<file path="src/rtl/irsir_pkg.sv">
package irsir_pkg;

  localparam int OVS   = 16;
  localparam int OVS_W = 4;
  localparam int HALF  = OVS / 2;

  // width of a transmit pulse in oversampling ticks
  function automatic int unsigned pulse_ticks(input int unsigned code);
    return code / 2 + 1;
  endfunction

  // a tick period is stretched by one clock while the phase is below the modulation count
  function automatic logic long_tick(input logic [OVS_W-1:0] phase,
                                     input logic [OVS_W-1:0] mod_cnt);
    return phase < mod_cnt;
  endfunction

endpackage

</file>
<file path="src/rtl/irsir_tick_gen.sv">
module irsir_tick_gen
  import irsir_pkg::*;
#(
  parameter int PRESC_W = 16
) (
  input  logic               clk,
  input  logic               rst_n,
  input  logic [PRESC_W-1:0] presc,
  input  logic [OVS_W-1:0]   mod_sel,
  output logic               tick
);

  logic [PRESC_W-1:0] cnt;
  logic [OVS_W-1:0]   phase;
  logic [PRESC_W:0]   lim;
  logic               stretch;

  assign stretch = long_tick(phase, mod_sel);
  assign lim     = {1'b0, presc} - 1'b1 + {{PRESC_W{1'b0}}, stretch};
  assign tick    = ({1'b0, cnt} == lim);

  always_ff @(posedge clk or negedge rst_n) begin
    if (!rst_n) begin
      cnt   <= '0;
      phase <= '0;
    end else if (tick) begin
      cnt   <= '0;
      phase <= phase + 1'b1;
    end else begin
      cnt   <= cnt + 1'b1;
    end
  end

endmodule

</file>
<file path="src/rtl/irsir_tx.sv">
module irsir_tx
  import irsir_pkg::*;
#(
  parameter int DATA_W = 8,
  parameter int PL_W   = 4
) (
  input  logic              clk,
  input  logic              rst_n,
  input  logic              tick,
  input  logic [PL_W-1:0]   pulse_code,
  input  logic [DATA_W-1:0] tx_data,
  input  logic              tx_load,
  output logic              tx_ready,
  output logic              ir_tx,
  output logic              tx_busy,
  output logic              tx_done
);

  localparam int FRAME_W = DATA_W + 2;
  localparam int BIT_W   = $clog2(FRAME_W);
  localparam int SW      = OVS_W + 1;
  localparam logic [BIT_W-1:0] LAST = BIT_W'(FRAME_W - 1);

  logic               busy;
  logic               started;
  logic [OVS_W-1:0]   sub;
  logic [BIT_W-1:0]   bitn;
  logic [FRAME_W-1:0] frame;
  logic [SW-1:0]      width_t;
  logic               accept;
  logic               cell_end;
  logic               last;

  assign width_t  = SW'(pulse_ticks(32'(pulse_code)));
  assign accept   = tx_load && !busy;
  assign cell_end = &sub;
  assign last     = (bitn == LAST);

  always_ff @(posedge clk or negedge rst_n) begin
    if (!rst_n) begin
      busy    <= 1'b0;
      started <= 1'b0;
      sub     <= '0;
      bitn    <= '0;
      frame   <= '1;
    end else if (accept) begin
      busy    <= 1'b1;
      started <= 1'b0;
      sub     <= '0;
      bitn    <= '0;
      frame   <= {1'b1, tx_data, 1'b0};
    end else if (busy && tick) begin
      if (!started) begin
        started <= 1'b1;
        sub     <= '0;
      end else if (cell_end) begin
        sub   <= '0;
        frame <= {1'b1, frame[FRAME_W-1:1]};
        if (last) begin
          busy    <= 1'b0;
          started <= 1'b0;
        end else begin
          bitn <= bitn + 1'b1;
        end
      end else begin
        sub <= sub + 1'b1;
      end
    end
  end

  assign ir_tx    = started && !frame[0] && ({1'b0, sub} < width_t);
  assign tx_ready = !busy;
  assign tx_busy  = busy;
  assign tx_done  = busy && tick && started && cell_end && last;

endmodule

</file>
<file path="src/rtl/irsir_rx.sv">
module irsir_rx
  import irsir_pkg::*;
#(
  parameter int DATA_W = 8
) (
  input  logic              clk,
  input  logic              rst_n,
  input  logic              tick,
  input  logic              rx_active_low,
  input  logic              ir_rx,
  input  logic              rx_read,
  output logic [DATA_W-1:0] rx_data,
  output logic              rx_valid,
  output logic              rx_irq,
  output logic              pulse_edge,
  output logic              byte_done
);

  localparam int BIT_W = $clog2(DATA_W + 1);
  localparam logic [BIT_W-1:0] STOP_IDX = BIT_W'(DATA_W);
  localparam logic [OVS_W-1:0] LEAD_LIM = OVS_W'(HALF - 1);
  localparam logic [OVS_W-1:0] CELL_LIM = OVS_W'(OVS - 1);

  logic              s1, s2;
  logic              act, act_d;
  logic              busy;
  logic              lead;
  logic [OVS_W-1:0]  tcnt;
  logic [OVS_W-1:0]  lim;
  logic [BIT_W-1:0]  bitn;
  logic              hit;
  logic              hit_now;
  logic              win_end;
  logic [DATA_W-1:0] shreg;

  // input synchroniser and polarity
  always_ff @(posedge clk or negedge rst_n) begin
    if (!rst_n) begin
      s1    <= 1'b0;
      s2    <= 1'b0;
      act_d <= 1'b1;
    end else begin
      s1    <= ir_rx;
      s2    <= s1;
      act_d <= act;
    end
  end

  assign act        = s2 ^ rx_active_low;
  assign pulse_edge = act && !act_d;
  assign hit_now    = hit || pulse_edge;
  assign lim        = lead ? LEAD_LIM : CELL_LIM;
  assign win_end    = busy && tick && (tcnt == lim);
  assign byte_done  = win_end && !lead && (bitn == STOP_IDX);

  // window sequencer: a half cell after the start pulse, then one window per bit
  always_ff @(posedge clk or negedge rst_n) begin
    if (!rst_n) begin
      busy  <= 1'b0;
      lead  <= 1'b0;
      tcnt  <= '0;
      bitn  <= '0;
      hit   <= 1'b0;
      shreg <= '0;
    end else if (!busy) begin
      if (pulse_edge) begin
        busy <= 1'b1;
        lead <= 1'b1;
        tcnt <= '0;
        bitn <= '0;
        hit  <= 1'b0;
      end
    end else if (win_end) begin
      tcnt <= '0;
      hit  <= 1'b0;
      if (lead) begin
        lead <= 1'b0;
      end else if (bitn == STOP_IDX) begin
        busy <= 1'b0;
      end else begin
        shreg <= {!hit_now, shreg[DATA_W-1:1]};
        bitn  <= bitn + 1'b1;
      end
    end else begin
      hit <= hit_now;
      if (tick) tcnt <= tcnt + 1'b1;
    end
  end

  // holding register and flags
  always_ff @(posedge clk or negedge rst_n) begin
    if (!rst_n) begin
      rx_data  <= '0;
      rx_valid <= 1'b0;
      rx_irq   <= 1'b0;
    end else begin
      rx_irq <= byte_done;
      if (byte_done) begin
        rx_data  <= shreg;
        rx_valid <= 1'b1;
      end else if (rx_read) begin
        rx_valid <= 1'b0;
      end
    end
  end

endmodule

</file>
<file path="src/rtl/irsir_codec.sv">
module irsir_codec
  import irsir_pkg::*;
#(
  parameter int DATA_W  = 8,
  parameter int PRESC_W = 16,
  parameter int PL_W    = 4
) (
  input  logic              clk,
  input  logic              rst_n,
  input  logic [PRESC_W-1:0] presc,
  input  logic [OVS_W-1:0]  mod_sel,
  input  logic [PL_W-1:0]   pulse_code,
  input  logic              rx_active_low,
  input  logic [DATA_W-1:0] tx_data,
  input  logic              tx_load,
  output logic              tx_ready,
  output logic              ir_tx,
  input  logic              ir_rx,
  output logic [DATA_W-1:0] rx_data,
  output logic              rx_valid,
  input  logic              rx_read,
  output logic              rx_irq
);

  logic tick;
  logic tx_busy;
  logic tx_done;
  logic rx_edge;
  logic rx_done;

  irsir_tick_gen #(.PRESC_W(PRESC_W)) u_tick (
    .clk     (clk),
    .rst_n   (rst_n),
    .presc   (presc),
    .mod_sel (mod_sel),
    .tick    (tick)
  );

  irsir_tx #(.DATA_W(DATA_W), .PL_W(PL_W)) u_tx (
    .clk        (clk),
    .rst_n      (rst_n),
    .tick       (tick),
    .pulse_code (pulse_code),
    .tx_data    (tx_data),
    .tx_load    (tx_load),
    .tx_ready   (tx_ready),
    .ir_tx      (ir_tx),
    .tx_busy    (tx_busy),
    .tx_done    (tx_done)
  );

  irsir_rx #(.DATA_W(DATA_W)) u_rx (
    .clk           (clk),
    .rst_n         (rst_n),
    .tick          (tick),
    .rx_active_low (rx_active_low),
    .ir_rx         (ir_rx),
    .rx_read       (rx_read),
    .rx_data       (rx_data),
    .rx_valid      (rx_valid),
    .rx_irq        (rx_irq),
    .pulse_edge    (rx_edge),
    .byte_done     (rx_done)
  );

endmodule

</file>
<file path="config.mk">
export PLATFORM = sky130hd
export DESIGN_NAME = irsir_codec
export DESIGN_NICKNAME = d
export VERILOG_FILES = /design/src/rtl/irsir_pkg.sv /design/src/rtl/irsir_tick_gen.sv /design/src/rtl/irsir_tx.sv /design/src/rtl/irsir_rx.sv /design/src/rtl/irsir_codec.sv
export SDC_FILE = /design/constraint.sdc
export NUM_CORES = 1
export LEC_CHECK = 0
export ABC_AREA = 1
export BUFFER_PORTS_ARGS = -buffer_cell sky130_fd_sc_hd__buf_2
export CORE_MARGIN = 2
export CORE_UTILIZATION = 60
export CTS_CLUSTER_DIAMETER = 40
export DETAILED_ROUTE_END_ITERATION = 10
export PLACE_DENSITY_LB_ADDON = 0.05
export SYNTH_ARGS = -nofsm -noshare
export SYNTH_HDL_FRONTEND = slang
export SYNTH_SLANG_ARGS = --single-unit
export TNS_END_PERCENT = 100
</file>
<file path="constraint.sdc">
create_clock -name clk -period 4.7 [get_ports clk]
set_input_delay 0.47 -clock clk [delete_from_list [all_inputs] [get_ports clk]]
set_output_delay 0.47 -clock clk [all_outputs]
set_load 0.1 [all_outputs]
</file>
# After elaboration in Yosys (flattened, before gate mapping)
# Cells that the tools add are included.
dict set report word_totals {
  regBits 72
  input_bits 38
  output_inout_bits 12
  elab_cells 117
}
dict set report op_classes {
  addsub 9
  magnitude_cmp 2
  eq_ne 9
  muxes 46
  bitwise_logic 3
  reduce_logical 29
}
# operator n
set op_table {}
lappend op_table {{$mux 4} 18}
lappend op_table {{$mux 10} 4}
lappend op_table {{$mux 1} 23}
lappend op_table {{$add 4x1->4 const B} 5}
lappend op_table {{$reduce_and 4->1} 5}
lappend op_table {{$add 17x1->17} 1}
lappend op_table {{$eq 16x17->1} 1}
lappend op_table {{$sub 16x1->17 const B} 1}
lappend op_table {{$add 16x1->16 const B} 1}
lappend op_table {{$mux 16} 1}
lappend op_table {{$reduce_bool 2->1} 6}
lappend op_table {{$logic_and 1x1->1} 9}
lappend op_table {{$eq 4x4->1 const B} 2}
lappend op_table {{$ne 2x2->1 const B} 3}
lappend op_table {{$logic_not 1->1} 5}
lappend op_table {{$lt 4x5->1} 1}
lappend op_table {{$add 3x1->4 const B} 1}
lappend op_table {{$eq 4x4->1} 1}
lappend op_table {{$lt 4x4->1} 1}
lappend op_table {{$reduce_and 2->1} 2}
lappend op_table {{$ne 3x2->1 const B} 1}
lappend op_table {{$reduce_and 3->1} 1}
lappend op_table {{$ne 2x1->1 const B} 1}
lappend op_table {{$not 1->1} 2}
lappend op_table {{other kinds (2)} 2}

# Longest topological paths before layout
dict set report depth {
  word_depth 8
  depth_mapped 23
  mapped_depth_nobuf 23
}

# By module
# Synthesis repeated with hierarchy kept, for this count alone.
dict set report hier_totals {
  cells_unflattened 615
  area_unflattened_um2 4593.2
}
# mod instances cells_each area_per_inst_um2 seq_area_each_um2
set modules_own_cells {}
lappend modules_own_cells {irsir_tick_gen 1 329 2105.8 500.5}
lappend modules_own_cells {irsir_rx 1 156 1423.9 802.0}
lappend modules_own_cells {irsir_tx 1 130 1063.5 486.7}

# Least setup slack after synthesis
# Ideal clock, no wire load.
dict set report synth_timing {
  path_type {input -> output}
  start {input port pulse_code[1]}
  end {output port ir_tx}
  arrival_ps 3427
  t_required_ps 4230
  path_slack_ps 803
  path_stages 7
  cell_sequence {ha_1 -> xnor2_1 -> ha_1 -> a21o_1 -> a21oi_1 -> nand2_1 -> nor3_1}
}
dict set report synth_via {
  elab_chain_cells 3
}
# element line_no
set synth_lines {}
lappend synth_lines {{start, declared} irsir_codec.sv:12} ;# input logic [PL_W-1:0] pulse_code,
lappend synth_lines {{$add 3x1->4} irsir_pkg.sv:9} ;# return code / 2 + 1;
lappend synth_lines {{$lt 4x5->1} irsir_tx.sv:71} ;# assign ir_tx = started && !frame[0] && ({1'b0, sub} < width_t);
lappend synth_lines {{$logic_and 1x1->1} irsir_tx.sv:71}
lappend synth_lines {{end, declared} irsir_codec.sv:17} ;# output logic ir_tx,
# No other way between the ends.

# Final worst setup path
dict set report layout_timing {
  start {register u_tick.phase[1]}
  end {register u_tx.frame[6]}
}
dict set report layout_via {
  elab_chain_cells 6
}
# element line_no
set layout_lines {}
lappend layout_lines {{start, declared} irsir_tick_gen.sv:14} ;# logic [OVS_W-1:0] phase;
lappend layout_lines {{start signal, assigned} irsir_tick_gen.sv:28} ;# phase <= phase + 1'b1;
lappend layout_lines {{$lt 4x4->1} irsir_pkg.sv:15} ;# return phase < mod_cnt;
lappend layout_lines {{$add 17x1->17} irsir_tick_gen.sv:19} ;# assign lim = {1'b0, presc} - 1'b1 + {{PRESC_W{1'b0}}, stretch};
lappend layout_lines {{$eq 16x17->1} irsir_tick_gen.sv:20} ;# assign tick = ({1'b0, cnt} == lim);
lappend layout_lines {{$logic_and 1x1->1} irsir_tx.sv:52} ;# end else if (busy && tick) begin
lappend layout_lines {{$reduce_bool 2->1 (no line)} -}
lappend layout_lines {{$reduce_and 3->1 (no line)} -}
lappend layout_lines {{end signal, assigned} irsir_tx.sv:51} ;# frame <= {1'b1, tx_data, 1'b0};
lappend layout_lines {{end signal, assigned} irsir_tx.sv:58} ;# frame <= {1'b1, frame[FRAME_W-1:1]};
lappend layout_lines {{end, declared} irsir_tx.sv:28} ;# logic [FRAME_W-1:0] frame;
# No other way between the ends.
# A chain may end at the register's enable or synchronous reset.

==> report_table.html <==
<table>
<tr><th>Metric</th><th>Value</th></tr>
<tr><th colspan="2">Run status</th></tr>
<tr><td>Result of the run</td><td>finished, final reports clean</td></tr>
<tr><th colspan="2">Drt</th></tr>
<tr><td>Antenna-violating nets left</td><td>0</td></tr>
<tr><td>Wire length per cell</td><td>11.6 um</td></tr>
<tr><td>Detailed-route via count</td><td>3957</td></tr>
<tr><td>Number of design-rule violations left by the first detailed-router iteration</td><td>138</td></tr>
<tr><td>Final WL</td><td>8.90 mm</td></tr>
<tr><td>Vias per inst</td><td>5.15</td></tr>
<tr><td>Drt pass-1 iters</td><td>5</td></tr>
<tr><td>Residual DRC</td><td>0</td></tr>
<tr><th colspan="2">Pwr</th></tr>
<tr><td>Total power divided by cell area</td><td>354 nW/um2</td></tr>
<tr><td>Static Leak</td><td>0.00282 uW</td></tr>
<tr><td>Clk network pwr share</td><td>30.2%</td></tr>
<tr><td>Internal Power</td><td>1190 uW</td></tr>
<tr><td>Overall power after layout</td><td>1830 uW</td></tr>
<tr><td>Sw Ratio</td><td>34.9%</td></tr>
<tr><td>Flop pwr share</td><td>43.5%</td></tr>
<tr><td>Peak supply drop</td><td>0.244 mV</td></tr>
<tr><td>Logic gate share of total power</td><td>26.3%</td></tr>
<tr><td>Switching power summed over all nets</td><td>639 uW</td></tr>
<tr><th colspan="2">Placed design</th></tr>
<tr><td>Placed cell count</td><td>752</td></tr>
<tr><td>HPWL after detailed placement</td><td>6.65 mm</td></tr>
<tr><td>Routability-driven placement congestion ratio</td><td>0.889</td></tr>
<tr><td>Count of input and output buffers</td><td>48</td></tr>
<tr><th colspan="2">Die</th></tr>
<tr><td>Area of the die</td><td>8420 um2</td></tr>
<tr><td>Top-Level Pins</td><td>50</td></tr>
<tr><td>X dimension of the die</td><td>91.8 um</td></tr>
<tr><td>Initial Utilization</td><td>60.8%</td></tr>
<tr><td>Site row count</td><td>32</td></tr>
<tr><td>DIE HEIGHT</td><td>91.8 um</td></tr>
<tr><td>Floorplan core area</td><td>7610 um2</td></tr>
<tr><th colspan="2">Clock tree</th></tr>
<tr><td>Post-CTS clock slew at the launch and capture registers of the worst setup and hold paths</td><td>0.08 ns</td></tr>
<tr><td>Maximum number of buffers from clock root to sink</td><td>2</td></tr>
<tr><td>Number of buffers created by CTS</td><td>9</td></tr>
<tr><td>Clock H-tree levels</td><td>3</td></tr>
<tr><td>Number of buffers inserted by post-CTS setup repair</td><td>0</td></tr>
<tr><td>Clock latency on the worst-skew pair</td><td>0.35 ns</td></tr>
<tr><td>Number of gates resized after cts</td><td>0</td></tr>
<tr><td>TritonCTS clock tree</td><td>yes</td></tr>
<tr><td>Master cell of the clock root buffer</td><td>sky130_fd_sc_hd__clkbuf_8</td></tr>
<tr><td>Hold bufs inserted after CTS</td><td>0</td></tr>
<tr><td>Clock sink total</td><td>71</td></tr>
<tr><th colspan="2">Finish</th></tr>
<tr><td>Final standard cell count with taps included and fillers excluded</td><td>768</td></tr>
<tr><td>Commonest non-fill, non-tap cell in the layout</td><td>sky130_fd_sc_hd__nand2_1</td></tr>
<tr><td>Fill cells</td><td>652</td></tr>
<tr><td>Number of antenna diodes</td><td>0</td></tr>
<tr><td>Final-stage net count</td><td>716</td></tr>
<tr><td>Fraction of layout instances using a drive strength above 1</td><td>17.9%</td></tr>
<tr><td>Layout area overhead</td><td>11.9%</td></tr>
<tr><td>Finished Core Util</td><td>68.0%</td></tr>
<tr><td>Commonest non-fill, non-tap cells in the layout</td><td>sky130_fd_sc_hd__nand2_1 (175), sky130_fd_sc_hd__inv_1 (79), sky130_fd_sc_hd__nor2_1 (67)</td></tr>
<tr><th colspan="2">Yosys</th></tr>
<tr><td>Number of synthesized flops with an enable pin</td><td>0</td></tr>
<tr><td>Post-synthesis net count</td><td>664</td></tr>
<tr><td>Post-synth cell types</td><td>43</td></tr>
<tr><td>Yosys Warn Count</td><td>0</td></tr>
<tr><td>Synthesized netlist cell count</td><td>609</td></tr>
<tr><td>Mapped Area</td><td>4620 um2</td></tr>
<tr><td>Async set-reset flop share out of synthesis</td><td>100%</td></tr>
<tr><td>Dominant synthesized flop cell</td><td>sky130_fd_sc_hd__dfrtp_1</td></tr>
<tr><td>Register bit count reported by yosys</td><td>71</td></tr>
<tr><td>Proportion of synthesized chip area in sequential cells</td><td>38.7%</td></tr>
<tr><td>Average cell area after synthesis</td><td>7.59 um2</td></tr>
<tr><th colspan="2">Timing</th></tr>
<tr><td>Clock period minus final worst setup slack</td><td>3.41 ns</td></tr>
<tr><td>Pins over their slew limit</td><td>0</td></tr>
<tr><td>Worst slew pin tran</td><td>0.866 ns</td></tr>
<tr><td>Number of setup violations in the final report</td><td>0</td></tr>
<tr><td>Final hold violation count</td><td>0</td></tr>
<tr><td>Achievable Freq</td><td>293 MHz</td></tr>
<tr><td>Relative slew margins</td><td>42.3%</td></tr>
<tr><td>Final worst-path cycle share</td><td>72.6%</td></tr>
<tr><td>Setup repair after global routing missed its margin</td><td>false</td></tr>
<tr><td>Clk_skew</td><td>0.0122 ns</td></tr>
<tr><td>Final-layout setup total negative slack</td><td>0 ns</td></tr>
<tr><th colspan="2">Worst setup path</th></tr>
<tr><td>Largest incremental delay on the critical path</td><td>0.43 ns</td></tr>
<tr><td>Startpoint type of the worst setup path</td><td>flip-flop</td></tr>
<tr><td>Critical path's slowest cell</td><td>sky130_fd_sc_hd__dfrtp_1</td></tr>
<tr><td>Cells along the critical path</td><td>ha_1, a21boi_0, o211ai_1, nand2_1, ha_1, ha_1, nand2_2, nor2_2, nand3b_1, nand2_1, nand4_4, nor2_8, nand4_4, nand2_2, nand2_2, nand2_1, o21ai_2</td></tr>
<tr><td>CP max FO</td><td>16</td></tr>
<tr><td>Type of destination of the critical path</td><td>flip-flop</td></tr>
<tr><td>CP arrival</td><td>3.68 ns</td></tr>
<tr><td>Type of the worst setup path</td><td>reg2reg</td></tr>
<tr><td>Required time at the endpoint of the critical path</td><td>4.97 ns</td></tr>
<tr><th colspan="2">Worst hold path</th></tr>
<tr><td>HP Class</td><td>in2reg</td></tr>
<tr><th colspan="2">Flow run</th></tr>
<tr><td>Count of maximum capacitance violations</td><td>0</td></tr>
<tr><th colspan="2">Global routing</th></tr>
<tr><td>Via count of the first global-routing pass</td><td>3693</td></tr>
<tr><td>Maximum number of pins on one net before global-route repair</td><td>72</td></tr>
<tr><td>First-pass GRT wire length</td><td>15.7 mm</td></tr>
<tr><td>Antenna violations before repair</td><td>0</td></tr>
<tr><td>All-Layer GR Usage</td><td>22.9%</td></tr>
<tr><td>Total congestion overflow after global routing</td><td>0</td></tr>
</table>
==> kinds of logic (layout without fill, tap and decap cells) <==
family,after synthesis,in the layout,synth area share (%)
buffers and inverters,91,148,7.93
DFF,71,71,38.7
and+or+nand+nor,359,359,37.2
muxes,6,6,1.30
adders and majority gates,17,17,4.60
AOI/OAI and AO/OA,41,41,5.74
xor gates and xnor gates,24,24,4.55
==> power by group through the flow <==
stage	clock, uW	sequential (uW)	combinational [uW]
global route	588	813	555
finish	553	797	482
global placement	0	805	467
CTS	568	796	485
floorplan	0	778	396
detailed placement	0	807	482
==> flip-flops by register name, indices dropped and copies added (netlist names), 4 cells and up <==
signal,count
u_tick.cnt,16
u_tx.frame,9
u_rx.rx_data,8
u_rx.shreg,8
u_rx.bitn,4
u_rx.tcnt,4
u_tick.phase,4
u_tx.bitn,4
u_tx.sub,4
==> through the flow <==
| step | worst slack (ns) | hold slack (ns) | area [um2] |
|---|---|---|---|
| CTS | 1.24 | 0.204 | 5170 |
| detailed placement | 1.13 | 0.346 | 4940 |
| floorplan | 0.803 | 0.174 | 4620 |
| global route | 0.878 | 0.208 | 5170 |
| finish | 1.29 | 0.226 | 5170 |
| global placement | 1.22 | 0.335 | 4940 |
==> per-layer routing <==
layer	up-vias	routed length, um	global-route usage (%)
li1	2065	-	-
met1	1800	4220	29.6
met2	81	4200	38.7
met3	11	358	5.26
met4	0	124	6.47
met5	-	0	0
==> worst max-delay path, delay by kind of cell (launching register included) <==
kind                     cells  cell delay, ns
AO/OA/AOI/OAI                3            0.33
adder cells (fa/ha/maj)      3            0.82
flip-flops                   1            0.43
AND/OR/NAND/NOR             11            1.76
==> path summary, 6_finish.rpt <==
kind,startpoint,end,slack [ns],cells after the start
worst max register to register,u_tick.phase[1]$_DFFE_PN0N_,u_tx.frame[6]$_DFFE_PN1P_,1.29,17
worst min register to register,u_rx.s1$_DFF_PN0_,u_rx.s2$_DFF_PN0_,0.36,0
min in group asynchronous,rst_n,u_tick.cnt[14]$_DFF_PN0_,0.30,2
worst max-delay path,u_tick.phase[1]$_DFFE_PN0N_,u_tx.frame[6]$_DFFE_PN1P_,1.29,17
max in group asynchronous,rst_n,u_tx.sub[3]$_DFFE_PN0P_,3.82,2
worst min-delay path,ir_rx,u_rx.s1$_DFF_PN0_,0.23,1
==> layout make-up <==
class / count / area (um2) / area share (%)
well taps: 102 / 128 / 2.47
multi-input cells: 447 / 2470 / 47.7
clock buffers: 10 / 138 / 2.66
repair buffers: 49 / 248 / 4.79
flip-flops and latches: 71 / 1790 / 34.6
clock inverters: 6 / 93.8 / 1.81
inverters: 83 / 312 / 6.02
==> cell usage after synthesis (4+ instances only) <==
cell,instances,share of area [%]
sky130_fd_sc_hd__nand2_1,175,14
sky130_fd_sc_hd__inv_1,79,6.4
sky130_fd_sc_hd__nor2_1,67,5.4
sky130_fd_sc_hd__dfrtp_1,61,33
sky130_fd_sc_hd__nand3_1,44,4.8
sky130_fd_sc_hd__nand4_1,28,3.8
sky130_fd_sc_hd__ha_1,17,4.6
sky130_fd_sc_hd__xnor2_1,17,3.2
sky130_fd_sc_hd__dfstp_2,10,5.7
sky130_fd_sc_hd__o21ai_0,9,0.97
sky130_fd_sc_hd__a21oi_1,8,0.87
sky130_fd_sc_hd__o21ai_2,8,1.5
sky130_fd_sc_hd__nand2_2,7,0.95
sky130_fd_sc_hd__xor2_1,7,1.3
sky130_fd_sc_hd__mux2i_1,6,1.3
sky130_fd_sc_hd__nor2_2,6,0.81
sky130_fd_sc_hd__nor3_1,6,0.65
sky130_fd_sc_hd__o21ai_1,6,0.65
sky130_fd_sc_hd__or2_2,4,0.54
No activity file was read; power rests on OpenSTA's default activity.
